<file path="config.mk">
export PLATFORM = sky130hd
export DESIGN_NAME = bus_fault_capture
export DESIGN_NICKNAME = d
export VERILOG_FILES = /design/src/rtl/bfc_pkg.sv /design/src/rtl/bfc_wr_decode.sv /design/src/rtl/bfc_slot.sv /design/src/rtl/bfc_rd_mux.sv /design/src/rtl/bus_fault_capture.sv
export SDC_FILE = /design/constraint.sdc
export NUM_CORES = 1
export LEC_CHECK = 0
export ABC_AREA = 1
export BUFFER_PORTS_ARGS = -buffer_cell sky130_fd_sc_hd__buf_4
export CAP_MARGIN = 40
export CORE_MARGIN = 1
export CORE_UTILIZATION = 28
export CTS_CLUSTER_DIAMETER = 200
export DETAILED_ROUTE_END_ITERATION = 10
export HOLD_SLACK_MARGIN = 0.15
export SYNTH_ARGS = -nofsm -noshare
export SYNTH_HDL_FRONTEND = slang
export SYNTH_SLANG_ARGS = --single-unit
</file>
<file path="constraint.sdc">
create_clock -name clk -period 1.4 [get_ports clk]
set_clock_uncertainty 0.1 [all_clocks]
set_input_delay 0.07 -clock clk [delete_from_list [all_inputs] [get_ports clk]]
set_output_delay 0.07 -clock clk [all_outputs]
set_load 0.05 [all_outputs]
</file>
<file path="src/rtl/bfc_pkg.sv">
package bfc_pkg;
  localparam int DATA_W   = 32;
  localparam int OFF_W    = 8;
  localparam logic [15:0] CLR_KEY = 16'hA5A5;
  localparam logic [OFF_W-1:0] OFF_FLAGS = 8'h50;
  localparam logic [OFF_W-1:0] OFF_CLEAR = 8'h54;
  localparam logic [OFF_W-1:0] OFF_ADDR0 = 8'h58;

  function automatic logic [OFF_W-1:0] slot_offset(input int idx);
    return OFF_ADDR0 + OFF_W'(4 * idx);
  endfunction

  function automatic logic key_match(input logic [DATA_W-1:0] wdata);
    return wdata[31:16] == CLR_KEY;
  endfunction
endpackage

</file>
<file path="src/rtl/bfc_wr_decode.sv">
module bfc_wr_decode
  import bfc_pkg::*;
#(
  parameter int NUM_MASTERS = 3
) (
  input  logic                    reg_wr,
  input  logic [OFF_W-1:0]        reg_offset,
  input  logic [DATA_W-1:0]       reg_wdata,
  output logic [NUM_MASTERS-1:0]  clr_mask
);
  logic clr_hit;
  logic key_ok;

  assign clr_hit  = reg_wr && (reg_offset == OFF_CLEAR);
  assign key_ok   = key_match(reg_wdata);
  assign clr_mask = (clr_hit && key_ok) ? reg_wdata[NUM_MASTERS-1:0] : '0;
endmodule

</file>
<file path="src/rtl/bfc_slot.sv">
module bfc_slot #(
  parameter int ADDR_W = 32
) (
  input  logic              clk,
  input  logic              rst_n,
  input  logic              fault,
  input  logic [ADDR_W-1:0] fault_addr,
  input  logic              clr,
  output logic              flag_q,
  output logic [ADDR_W-1:0] addr_q
);
  logic armed;
  logic capture;

  assign armed   = !flag_q || clr;
  assign capture = fault && armed;

  always_ff @(posedge clk or negedge rst_n) begin
    if (!rst_n) begin
      flag_q <= 1'b0;
      addr_q <= '0;
    end else begin
      flag_q <= fault || (flag_q && !clr);
      if (capture) addr_q <= fault_addr;
    end
  end

  a_r2_fault_sets_flag: assert property (@(posedge clk) disable iff (!rst_n)
    fault |=> flag_q);
  a_r4_addr_frozen: assert property (@(posedge clk) disable iff (!rst_n)
    (flag_q && !clr) |=> $stable(addr_q));
  a_r5_clear_drops_flag: assert property (@(posedge clk) disable iff (!rst_n)
    (clr && !fault) |=> !flag_q);
  a_r7_rearmed_capture: assert property (@(posedge clk) disable iff (!rst_n)
    (fault && (!flag_q || clr)) |=> (addr_q == $past(fault_addr)));
endmodule

</file>
<file path="src/rtl/bfc_rd_mux.sv">
module bfc_rd_mux
  import bfc_pkg::*;
#(
  parameter int NUM_MASTERS = 3,
  parameter int ADDR_W      = 32
) (
  input  logic [OFF_W-1:0]              reg_offset,
  input  logic [NUM_MASTERS-1:0]        flags,
  input  logic [NUM_MASTERS*ADDR_W-1:0] addrs,
  output logic [DATA_W-1:0]             reg_rdata
);
  always_comb begin
    reg_rdata = '0;
    if (reg_offset == OFF_FLAGS) reg_rdata = DATA_W'(flags);
    for (int i = 0; i < NUM_MASTERS; i++) begin
      if (reg_offset == slot_offset(i))
        reg_rdata = DATA_W'(addrs[i*ADDR_W +: ADDR_W]);
    end
  end
endmodule

</file>
<file path="src/rtl/bus_fault_capture.sv">
module bus_fault_capture
  import bfc_pkg::*;
#(
  parameter int NUM_MASTERS = 3,
  parameter int ADDR_W      = 32
) (
  input  logic                          clk,
  input  logic                          rst_n,
  input  logic [NUM_MASTERS-1:0]        fault_valid,
  input  logic [NUM_MASTERS*ADDR_W-1:0] fault_addr,
  input  logic                          reg_wr,
  input  logic [OFF_W-1:0]              reg_offset,
  input  logic [DATA_W-1:0]             reg_wdata,
  output logic [DATA_W-1:0]             reg_rdata
);
  logic [NUM_MASTERS-1:0]        clr_mask;
  logic [NUM_MASTERS-1:0]        flags;
  logic [NUM_MASTERS*ADDR_W-1:0] addrs;
  logic                          bad_key_clear;

  bfc_wr_decode #(.NUM_MASTERS(NUM_MASTERS)) u_dec (
    .reg_wr(reg_wr), .reg_offset(reg_offset), .reg_wdata(reg_wdata),
    .clr_mask(clr_mask)
  );

  for (genvar g = 0; g < NUM_MASTERS; g++) begin : g_slot
    bfc_slot #(.ADDR_W(ADDR_W)) u_slot (
      .clk(clk), .rst_n(rst_n),
      .fault(fault_valid[g]),
      .fault_addr(fault_addr[g*ADDR_W +: ADDR_W]),
      .clr(clr_mask[g]),
      .flag_q(flags[g]),
      .addr_q(addrs[g*ADDR_W +: ADDR_W])
    );
  end

  bfc_rd_mux #(.NUM_MASTERS(NUM_MASTERS), .ADDR_W(ADDR_W)) u_rd (
    .reg_offset(reg_offset), .flags(flags), .addrs(addrs),
    .reg_rdata(reg_rdata)
  );

  assign bad_key_clear = reg_wr && (reg_offset == OFF_CLEAR) &&
                         (reg_wdata[31:16] != CLR_KEY);

  a_r6_bad_key_ignored: assert property (@(posedge clk) disable iff (!rst_n)
    (bad_key_clear && fault_valid == '0) |=> $stable(flags));
  a_r9_no_soft_set: assert property (@(posedge clk) disable iff (!rst_n)
    (fault_valid == '0) |=> ((flags & ~$past(flags)) == '0));
endmodule

</file>
* Word-level counts from Yosys, hierarchy flattened
Index checks and enable logic that the tools add are counted.
** Storage, ports and cells
- Input bits :: 142
- Bits in registers :: 99
- Logic and storage cells :: 37
- Output and inout port bits :: 32
** Operators by class
- Reductions and logical operators :: 20
- Eq/ne operators :: 6
- Multiplexer cells :: 5
** Operator list (number)
- $mux 32 :: 3
- $eq 8x7->1 const B :: 5
- $eq 16x16->1 const B :: 1
- $logic_and 1x1->1 :: 8
- $logic_not 1->1 :: 6
- $logic_or 1x1->1 :: 6
- $mux 3 :: 2

* Logic depth before layout (Yosys ltp)
Gate-level depths: netlist (run 1).
- Depth in word-level cells :: 7
- Mapped depth :: 11
- Depth with buffers taken out :: 10

* Hierarchy
From an unflattened synthesis (run 1), not the netlist that was laid out.
** Unflattened totals
- Cell total of the unflattened synthesis :: 633
- Area, all modules :: 5031.1 um^2
** Modules (own cells, without submodules)
- bfc_slot :: instances 3, cells each 144, area each 1347.5 um^2
- bfc_rd_mux :: instances 1, cells each 163, area each 833.3 um^2
- bfc_wr_decode :: instances 1, cells each 38, area each 155.1 um^2

* Least setup slack after synthesis (run 1)
No wires, ideal clock.
- Path type :: input to output
- From :: input port reg_offset[6]
- To :: output port reg_rdata[11]
- Arrival :: 1509 ps
- Required time :: 1230 ps
- Cell stages on the path :: 9
- Setup slack :: -279 ps
- Cell sequence :: inv_1 -> nor2_2 -> nand3_2 -> inv_2 -> nand4_1 -> buf_2 -> nor2_1 -> nor2_1 -> nor2_1
** Between the ends
- Longest elaborated chain between the ends :: 4
- Elaborated cells between the ends (all ways) :: 6
** RTL lines
- start: declaration :: RTL line bus_fault_capture.sv:12 : input logic [OFF_W-1:0] reg_offset,
- $eq 8x7->1 :: RTL line bfc_rd_mux.sv:16 : if (reg_offset == slot_offset(i))
- $mux 32 (2 in a row) :: RTL line bfc_rd_mux.sv:16
- $mux 32 (*) :: RTL line bfc_rd_mux.sv:16
- end: declaration :: RTL line bus_fault_capture.sv:14 : output logic [DATA_W-1:0] reg_rdata
Mark *: on every way between the ends. The rest lies on a longest branch, timed or not.

* Worst setup path in the final report (run 1)
- From :: input port reg_offset[7]
- To :: output port reg_rdata[14]
Same word-level chain as after synthesis.

==> run summary, run 1 <==
Die Ht = 135.4 um
initial antenna violation count = 1
synthesized cell area = 4984 sq um
synthesized flop and latch total = 99
CP Class = input port to output pin
PD cells = 791.9 nW/um^2
first drt pass iteration count = 5
final worst slack = -0.07804 ns
violated checks = setup timing
core area = 17360 sq um
Max IR drop VDD = 566.5 uV
Die W = 135.4 um
Required @ worst endpoint = 1.23 ns
Hold Violations, Final = 0
die area = 18340 sq um
number of fill cells = 1583
status = complete, but fails checks
Layout Nets = 1074
FMAX = 676.6 MHz
HPWL Detailed = 12.04 mm
worst hold path class = input port to register
CP Launch Type = input port
Site Rows = 48
Starting Density = 0.2871
Synth cell types = 20
leading post-synthesis cells by cell area = dfrtp_1 (50%), nand2_1 (21%), nand3_1 (13%), nor2_1 (3.8%), buf_6 (2.3%)
most common cell after layout, fill and taps aside = nand2_1
Largest stage delay, worst path = 0.19 ns
Worst-path clk slew = 0.06 ns
drt total wl = 18.97 mm
CTS root buffer = clkbuf_16
post-synth top area share = 0.4971
placed inst area = 6819 sq um
first-pass GRT wire length = 28.66 mm
Remaining Overflow, GRT = 0
CTS Buf Count = 9
Final Non-Filler Cells = 1161
Synth Instances = 652
vias in the first global route = 5482
slowest CP cell = nor2_4
leak pwr = 0.004828 uW
most frequent cells in the layout = nand2_1 (238), buf_4 (134), nand3_1 (112)
Worst Path Buf+Inv = 5
clk_lat worst skew = 0.35 ns
layout cells sized above 1 = 0.3594
Final Cell Area = 9079 sq um
Rel. slew slack = 0.7657
Mapped Avg Cell Area = 7.643 sq um
Boundary Pins = 174
Worst-Margin Slew = 0.3515 ns
DRC = 0
wire per inst = 16.34 um
Layout area overhead = 82.17%
pin count of the biggest net entering global routing = 40
final number of setup-violating endpoints = 30
sequential cell area fraction in the yosys report = 0.4971
CP Max Fanout = 4
max cap viols = 0
DRT iter0 DRCs = 243
post-route ant nets = 0
Ys Warns = 0
DP Cell Count = 1033
fin crit share = 1.056
multi-input logic area = 2730 sq um
Final Power = 7190 uW
I/O Buffers = 160
CP Cell Sequence = buf_8 > nor2_4 > nand3_4 > buf_6 > nor2_4 > buf_8 > buf_12 > nand2_4 > nand3_2 > buf_6
Vias = 5408
CTS sink count = 99
Tmin final = 1.478 ns
register area = 2477 sq um
GRT Total Usage = 0.2082
# H-tree levels = 3
syn_nets = 794
Synth area leader = dfrtp_1
Worst setup EP type = output pin
WP data arrival = 1.31 ns
clock buffer depth = 2
CTS tree = yes
Vias/cell = 4.658
RSZ-0062 raised after global routing = true
delay-heaviest family, CP = buffers and inverters
Pins Over Slew Limit = 0
gpl congestion = 0.7915
Yosys cell counts, drive strengths merged:
cell type  number
nand4           4
buf            26
inv            31
dfrtp          99
nor3            2
nor2           54
nor4            2
nand3b          1
clkbuf         14
nand3         136
nand2         283
area by class of cell:
cell class	instances	area share
inverters	31	0.01447
multi-input cells	482	0.3007
diodes	1	0.0002756
flip-flops and latches	99	0.2729
clock inverters	3	0.007166
repair buffers	309	0.3479
clock buffers	11	0.02563
well taps	225	0.03101
worst min-delay path, delay by kind of cell:
| kind | cells | cell delay (ns) |
|---|---|---|
| simple gates | 3 | 0.24 |
| buf+inv | 2 | 0.28 |
per-stage QoR:
| step | setup TNS, ns | setup slack [ns] | util | hold slack, ns |
|---|---|---|---|---|
| 2_1_floorplan | -0.05155 | -0.05155 | - | -0.3256 |
| 3_3_place_gp | -8.360 | -0.1543 | 0.3929 | -0.09339 |
| 6_report | -1.082 | -0.07804 | 0.5231 | 0.1766 |
| 5_1_grt | -3.102 | -0.1455 | 0.5231 | 0.1967 |
| 4_1_cts | -0.4389 | -0.05362 | 0.4962 | 0.1718 |
| 3_5_place_dp | -10.43 | -0.1829 | 0.3929 | -0.09717 |
power by group:
part	switching, uW	internal (uW)
Clock	1070	1550
Sequential	240	3190
Combinational	514	632
registers in the layout, summed over array words and instances, names as in the netlist:
| name | flops |
|---|---|
| g_slot.u_slot.addr_q | 96 |
| g_slot.u_slot.flag_q | 3 |
final timing paths:
kind	startpoint	endpoint	slack, ns	depth (start not counted)
max	reg_offset[7]	reg_rdata[14]	-0.08	10
min	reg_wdata[1]	g_slot[1].u_slot.flag_q$_DFF_PN0_	0.18	5
max reg2reg	g_slot[1].u_slot.flag_q$_DFF_PN0_	g_slot[1].u_slot.addr_q[13]$_DFFE_PN0P_	0.27	5
min reg2reg	g_slot[0].u_slot.addr_q[17]$_DFFE_PN0P_	g_slot[0].u_slot.addr_q[17]$_DFFE_PN0P_	0.37	2
max in group asynchronous	rst_n	g_slot[1].u_slot.addr_q[24]$_DFFE_PN0P_	0.13	4
min in group asynchronous	rst_n	g_slot[2].u_slot.addr_q[6]$_DFFE_PN0P_	0.57	3
logic make-up (layout without fill, tap and decap cells):
logic type             count (synthesis)  count (layout)  synth area share
DFF                                   99              99            0.4971
buffers and inverters                 71             354           0.07708
other                                  0               1                 0
and+or+nand+nor                      482             482            0.4258
routing by layer:
metal / track usage / part of all wire / vias to the layer above
met2: 0.3396 / 0.49 / 183
met5: 0 / 0 / -
met3: 0.02918 / 0.046 / 40
met4: 0.1030 / 0.030 / 0
li1: - / - / 2616
met1: 0.2700 / 0.44 / 2569
repair_timing:
action | CTS | global route
hold buffers | 102 | 0
resized for setup | 112 | 93
pin swaps | 25 | 18
endpoints found under the setup margin | 32 | 109
buffers inserted | 6 | 4
endpoints found under the hold margin | 198 | 0
gates cloned | 2 | 1
Note: power is estimated with default switching activity, not from simulation.
==> run 2: changes to the inputs <==
--- a/config.mk
+++ b/config.mk
@@ -13,6 +13,7 @@
 export CTS_CLUSTER_DIAMETER = 200
 export DETAILED_ROUTE_END_ITERATION = 10
 export HOLD_SLACK_MARGIN = 0.15
+export SETUP_SLACK_MARGIN = 0.1
 export SYNTH_ARGS = -nofsm -noshare
 export SYNTH_HDL_FRONTEND = slang
 export SYNTH_SLANG_ARGS = --single-unit
==> run 2 against run 1 <==
Against the previous run:
- the run still ends with setup timing left
- final cell count rose by 0.60%
- sequential power about the same
- flip-flop and latch count stayed put
- critical endpoint is now reg_rdata[15]
- highest routed layer unchanged
==> run summary, run 2 (synthesis gave the netlist of run 1 again) <==
# H-tree levels = 3
CP Launch Type = input port
Hold Violations, Final = 0
max cap viols = 0
Remaining Overflow, GRT = 0
DRC = 0
Rel. slew slack = 0.6895
Worst-path clk slew = 0.06 ns
die area = 18340 sq um
CTS tree = yes
Vias/cell = 4.793
Worst setup EP type = output pin
Vias = 5598
worst hold path class = input port to asynchronous set/reset pin
Worst-Margin Slew = 0.4658 ns
layer with the highest usage = met2
Starting Density = 0.2871
fin crit share = 1.071
leak pwr = 0.004579 uW
Layout Nets = 1081
initial antenna violation count = 0
HPWL Detailed = 12.14 mm
biggest regs = g_slot.u_slot.addr_q x96, g_slot.u_slot.flag_q x3
Pins Over Slew Limit = 0
gpl congestion = 0.8438
CP Cell Sequence = buf_8 > nor2_4 > nand3_4 > buf_12 > nor2_4 > bufbuf_16 > nand2_1 > nand3_2 > buf_6
most frequent cells in the layout = nand2_1 (211), buf_4 (140), dlygate4sd3_1 (102)
GR Util met2 = 0.3499
most common cell after layout, fill and taps aside = nand2_1
GRT Total Usage = 0.2100
Die W = 135.4 um
post-route ant nets = 0
clock buffer depth = 2
final worst slack = -0.09951 ns
Boundary Pins = 174
Largest stage delay, worst path = 0.31 ns
setup tns final = -1.527 ns
Die Ht = 135.4 um
violated checks = setup timing
I/O Buffers = 160
pin count of the biggest net entering global routing = 52
R2R Setup Slk = 0.20 ns
M3 GR Usage = 0.04153
first-pass GRT wire length = 29.04 mm
WP data arrival = 1.33 ns
Max IR drop VDD = 650.8 uV
slowest CP cell = bufbuf_16
CTS Buf Count = 9
first drt pass iteration count = 5
grt met1 use = 0.2670
RSZ-0062 raised after global routing = true
placed inst area = 6735 sq um
Largest Register = g_slot.u_slot.addr_q
Tmin final = 1.500 ns
wire per inst = 17.20 um
Layout area overhead = 86.02%
CP Max Fanout = 10
drt total wl = 20.09 mm
Site Rows = 48
Final Cell Area = 9270 sq um
vias in the first global route = 5686
crit path launch = reg_offset[7]
FF-to-FF Start = g_slot[2].u_slot.flag_q$_DFF_PN0_
worst setup path endpoint = reg_rdata[15]
clk_lat worst skew = 0.35 ns
status = complete, but fails checks
CP Class = input port to output pin
core area = 17360 sq um
CTS root buffer = clkbuf_16
FMAX = 666.9 MHz
Largest register FFs = 96
DRT iter0 DRCs = 353
reg2reg end = g_slot[2].u_slot.addr_q[28]$_DFFE_PN0P_
Worst R2R Path Depth = 5
layout cells sized above 1 = 0.4214
final number of setup-violating endpoints = 32
Crit path top cell by count = nor2_4
Required @ worst endpoint = 1.23 ns
PD cells = 766.2 nW/um^2
CTS sink count = 99
run 2: cell count changes in the layout (fill, tap and decap cells not counted), sizes merged:
| cell | previous run | this run |
|---|---|---|
| buf | 206 | 203 |
| bufbuf | 0 | 1 |
| clkinv | 1 | 2 |
| bufinv | 2 | 1 |
| clkbuf | 12 | 14 |
| nand2 | 283 | 290 |
run 2: power breakdown:
part / internal, uW / switching, uW / total (uW)
sequential: 3190 / 223 / 3410
clock: 1410 / 1090 / 2500
combinational: 661 / 535 / 1200
total: 5260 / 1850 / 7100
run 2: metrics by stage:
step,utilization,instances,power (uW),hold WS [ns],setup slack (ns)
floorplan,-,652,3728,-0.3256,-0.002570
global placement,0.3880,1026,4219,-0.2243,-0.3073
detailed placement,0.3880,1026,4248,-0.2223,-0.3160
CTS,0.4946,1152,7026,0.1618,-0.1240
global route,0.5340,1167,7425,0.1950,-0.1371
finish,0.5341,1168,7103,0.1613,-0.09951
run 2: timing repair:
| item | 4_1_cts | 5_1_grt |
|---|---|---|
| cloned | 5 | 10 |
| hold endpoints to repair | 197 | 0 |
| pin swaps | 18 | 75 |
| setup endpoints to repair | 35 | 85 |
| resized for setup | 108 | 121 |
| setup buffers | 5 | 5 |
| hold buffers | 102 | 0 |
run 2: worst min-delay path by stage:
stage	cells after the start	start	to	slack, ns
after CTS	3	rst_n	g_slot[1].u_slot.addr_q[5]$_DFFE_PN0P_	0.16
after floorplan	0	rst_n	g_slot[0].u_slot.addr_q[0]$_DFFE_PN0P_	-0.33
final	3	rst_n	g_slot[1].u_slot.addr_q[3]$_DFFE_PN0P_	0.16
after global routing	3	rst_n	g_slot[1].u_slot.addr_q[5]$_DFFE_PN0P_	0.20
after detailed placement	1	rst_n	g_slot[1].u_slot.addr_q[7]$_DFFE_PN0P_	-0.22
after global placement	1	rst_n	g_slot[1].u_slot.addr_q[7]$_DFFE_PN0P_	-0.22
run 2: worst max-delay path: cells and delay by family:
| kind | cells | cell delay [ns] |
|---|---|---|
| buffers and inverters | 4 | 0.71 |
| AND/OR/NAND/NOR | 5 | 0.54 |
run 2: layout make-up:
class	instances	area, sq um
clock inverters	3	40.04
flip-flops and latches	99	2479
inverters	31	138.9
fillers	1573	8087
well taps	225	281.5
repair buffers	309	3146
clock buffers	11	242.7
multi-input cells	489	2940
diodes	1	2.502
run 2: routing by layer:
metal	up-vias	share of wire
li1	2651	-
met2	192	0.49
met3	39	0.058
met5	-	0
met4	0	0.025
met1	2716	0.42
==> run 3: changes to the inputs <==
--- a/config.mk
+++ b/config.mk
@@ -6,7 +6,7 @@
 export NUM_CORES = 1
 export LEC_CHECK = 0
 export ABC_AREA = 1
-export BUFFER_PORTS_ARGS = -buffer_cell sky130_fd_sc_hd__buf_4
+export BUFFER_PORTS_ARGS = -buffer_cell sky130_fd_sc_hd__buf_2
 export CAP_MARGIN = 40
 export CORE_MARGIN = 1
 export CORE_UTILIZATION = 28
==> run 3 against run 2 <==
Against the previous run:
- the flow still finishes with violations (setup timing)
- combinational power down 15%
- worst hold slack better by 0.017 ns
- die area unchanged
- clock power down 8.0%
- sequential share of layout area up 3.3 points
- flip-flop and latch count unchanged
- utilization down 5.9 points
- via count down 1.9%
- clock-buffer cell count unchanged
- critical path type unchanged
- critical endpoint is now reg_rdata[31]
- largest cell class unchanged
==> run summary, run 3 (synthesis gave the netlist of run 1 again) <==
first-pass GRT wire length = 28.77 mm
multi-input logic area = 2466 sq um
CP Max Fanout = 5
Site Rows = 48
Rel. slew slack = 0.6396
Required @ worst endpoint = 1.23 ns
R2R Setup Slk = 0.28 ns
initial antenna violation count = 0
Remaining Overflow, GRT = 0
clock buffer depth = 2
layout cells sized above 1 = 0.3169
Layout Nets = 1069
# H-tree levels = 3
Worst-Margin Slew = 0.5388 ns
Worst setup EP type = output pin
Starting Density = 0.2871
Vias = 5493
DRT iter0 DRCs = 288
I/O Buffers = 160
first drt pass iteration count = 8
slowest CP cell = bufbuf_16
CTS root buffer = clkbuf_16
status = complete, but fails checks
Pins Over Slew Limit = 0
vias in the first global route = 5613
Largest register FFs = 96
Worst R2R Path Depth = 4
most common cell after layout, fill and taps aside = nand2_1
Layout area overhead = 65.63%
CP Cell Sequence = buf_6 > buf_6 > nor2_4 > nand3_4 > buf_12 > nor2_4 > bufbuf_16 > nand2_1 > nand3_1 > buf_6
worst hold path class = input port to asynchronous set/reset pin
Worst-path clk slew = 0.07 ns
Tmin final = 1.544 ns
Largest Register = g_slot.u_slot.addr_q
max cap viols = 0
diode count = 0
pin count of the biggest net entering global routing = 42
GRT Total Usage = 0.2070
RSZ-0062 raised after global routing = true
CTS sink count = 99
fin crit share = 1.103
post-route ant nets = 0
Max IR drop VDD = 629.9 uV
Vias/cell = 4.752
drt total wl = 18.78 mm
PD cells = 812.0 nW/um^2
final number of setup-violating endpoints = 32
final worst slack = -0.1436 ns
biggest regs = g_slot.u_slot.addr_q x96, g_slot.u_slot.flag_q x3
CTS Buf Count = 9
Largest stage delay, worst path = 0.30 ns
Crit path top cell by count = buf_6
wire per inst = 16.24 um
CP Class = input port to output pin
gpl congestion = 0.8658
clk_lat worst skew = 0.35 ns
Die Ht = 135.4 um
Boundary Pins = 174
register area = 2477 sq um
Layout Utilization = 0.4756
Die W = 135.4 um
Hold Violations, Final = 0
leak pwr = 0.004320 uW
CTS tree = yes
die area = 18340 sq um
most frequent cells in the layout = nand2_1 (268), buf_2 (123), nand3_1 (115)
Final Cell Area = 8254 sq um
violated checks = setup timing
DRC = 0
WP data arrival = 1.37 ns
HPWL Detailed = 11.73 mm
core area = 17360 sq um
CP Launch Type = input port
FMAX = 647.8 MHz
number of fill cells = 1618
placed inst area = 6367 sq um
run 3: changes by cell type in the layout (fill, tap and decap cells not counted), sizes merged:
cell	before	now
buf	203	196
inv	31	32
clkinv	2	3
bufinv	1	0
diode	1	0
nand2	290	284
dlygate4sd3	102	104
clkbuf	14	13
run 3: what timing repair did:
item | 4_1_cts | 5_1_grt
pin swaps | 2 | 3
gates cloned | 3 | 1
buffers inserted | 1 | 1
endpoints found under the hold margin | 197 | 31
resized for setup | 97 | 40
hold buffers | 103 | 2
endpoints found under the setup margin | 44 | 139
run 3: worst max-delay path: cells and delay by family:
| family | cells | cell delay [ns] |
|---|---|---|
| and+or+nand+nor | 5 | 0.48 |
| buffers and inverters | 5 | 0.81 |
run 3: cell type report:
| class | instances | share of cell area |
|---|---|---|
| Sequential cell | 99 | 0.3001 |
| Timing Repair Buffer | 303 | 0.3186 |
| Multi-Input combinational cell | 483 | 0.2988 |
| Tap cell | 225 | 0.03411 |
| Inverter | 31 | 0.01683 |
| Clock inverter | 4 | 0.003335 |
| Clock buffer | 11 | 0.02819 |
run 3: routing by layer:
metal | track usage | up-vias | share of wire
met5 | 0 | - | 0
li1 | - | 2610 | -
met2 | 0.3570 | 208 | 0.50
met1 | 0.2553 | 2630 | 0.42
met4 | 0.07116 | 0 | 0.027
met3 | 0.04302 | 45 | 0.050
run 3: through the flow:
step | worst slack (ns) | hold slack, ns | setup TNS (ns) | instances | total power (uW)
final | -0.1436 | 0.1786 | -2.793 | 1156 | 6702
after CTS | -0.1657 | 0.1526 | -3.603 | 1153 | 6710
after global placement | -0.3239 | -0.1515 | -30.60 | 1031 | 4137
after detailed placement | -0.2818 | -0.1495 | -31.73 | 1031 | 4158
after global routing | -0.1868 | 0.1858 | -5.569 | 1156 | 7014
after floorplan | -0.002570 | -0.3256 | -0.002570 | 652 | 3728
run 3: report_power, final:
group	switching, uW	internal, uW
Combinational	499	522
Sequential	192	3180
Clock	1100	1200
run 3: path summary, 6_finish.rpt:
path | endpoint | start
min | g_slot[2].u_slot.addr_q[3]$_DFFE_PN0P_ | rst_n
max reg2reg | g_slot[2].u_slot.addr_q[16]$_DFFE_PN0P_ | g_slot[2].u_slot.flag_q$_DFF_PN0_
min in group clk | g_slot[2].u_slot.addr_q[1]$_DFFE_PN0P_ | reg_wdata[19]
min reg2reg | g_slot[0].u_slot.addr_q[23]$_DFFE_PN0P_ | g_slot[0].u_slot.addr_q[23]$_DFFE_PN0P_
max | reg_rdata[31] | reg_offset[7]
max in group asynchronous | g_slot[2].u_slot.addr_q[11]$_DFFE_PN0P_ | rst_n
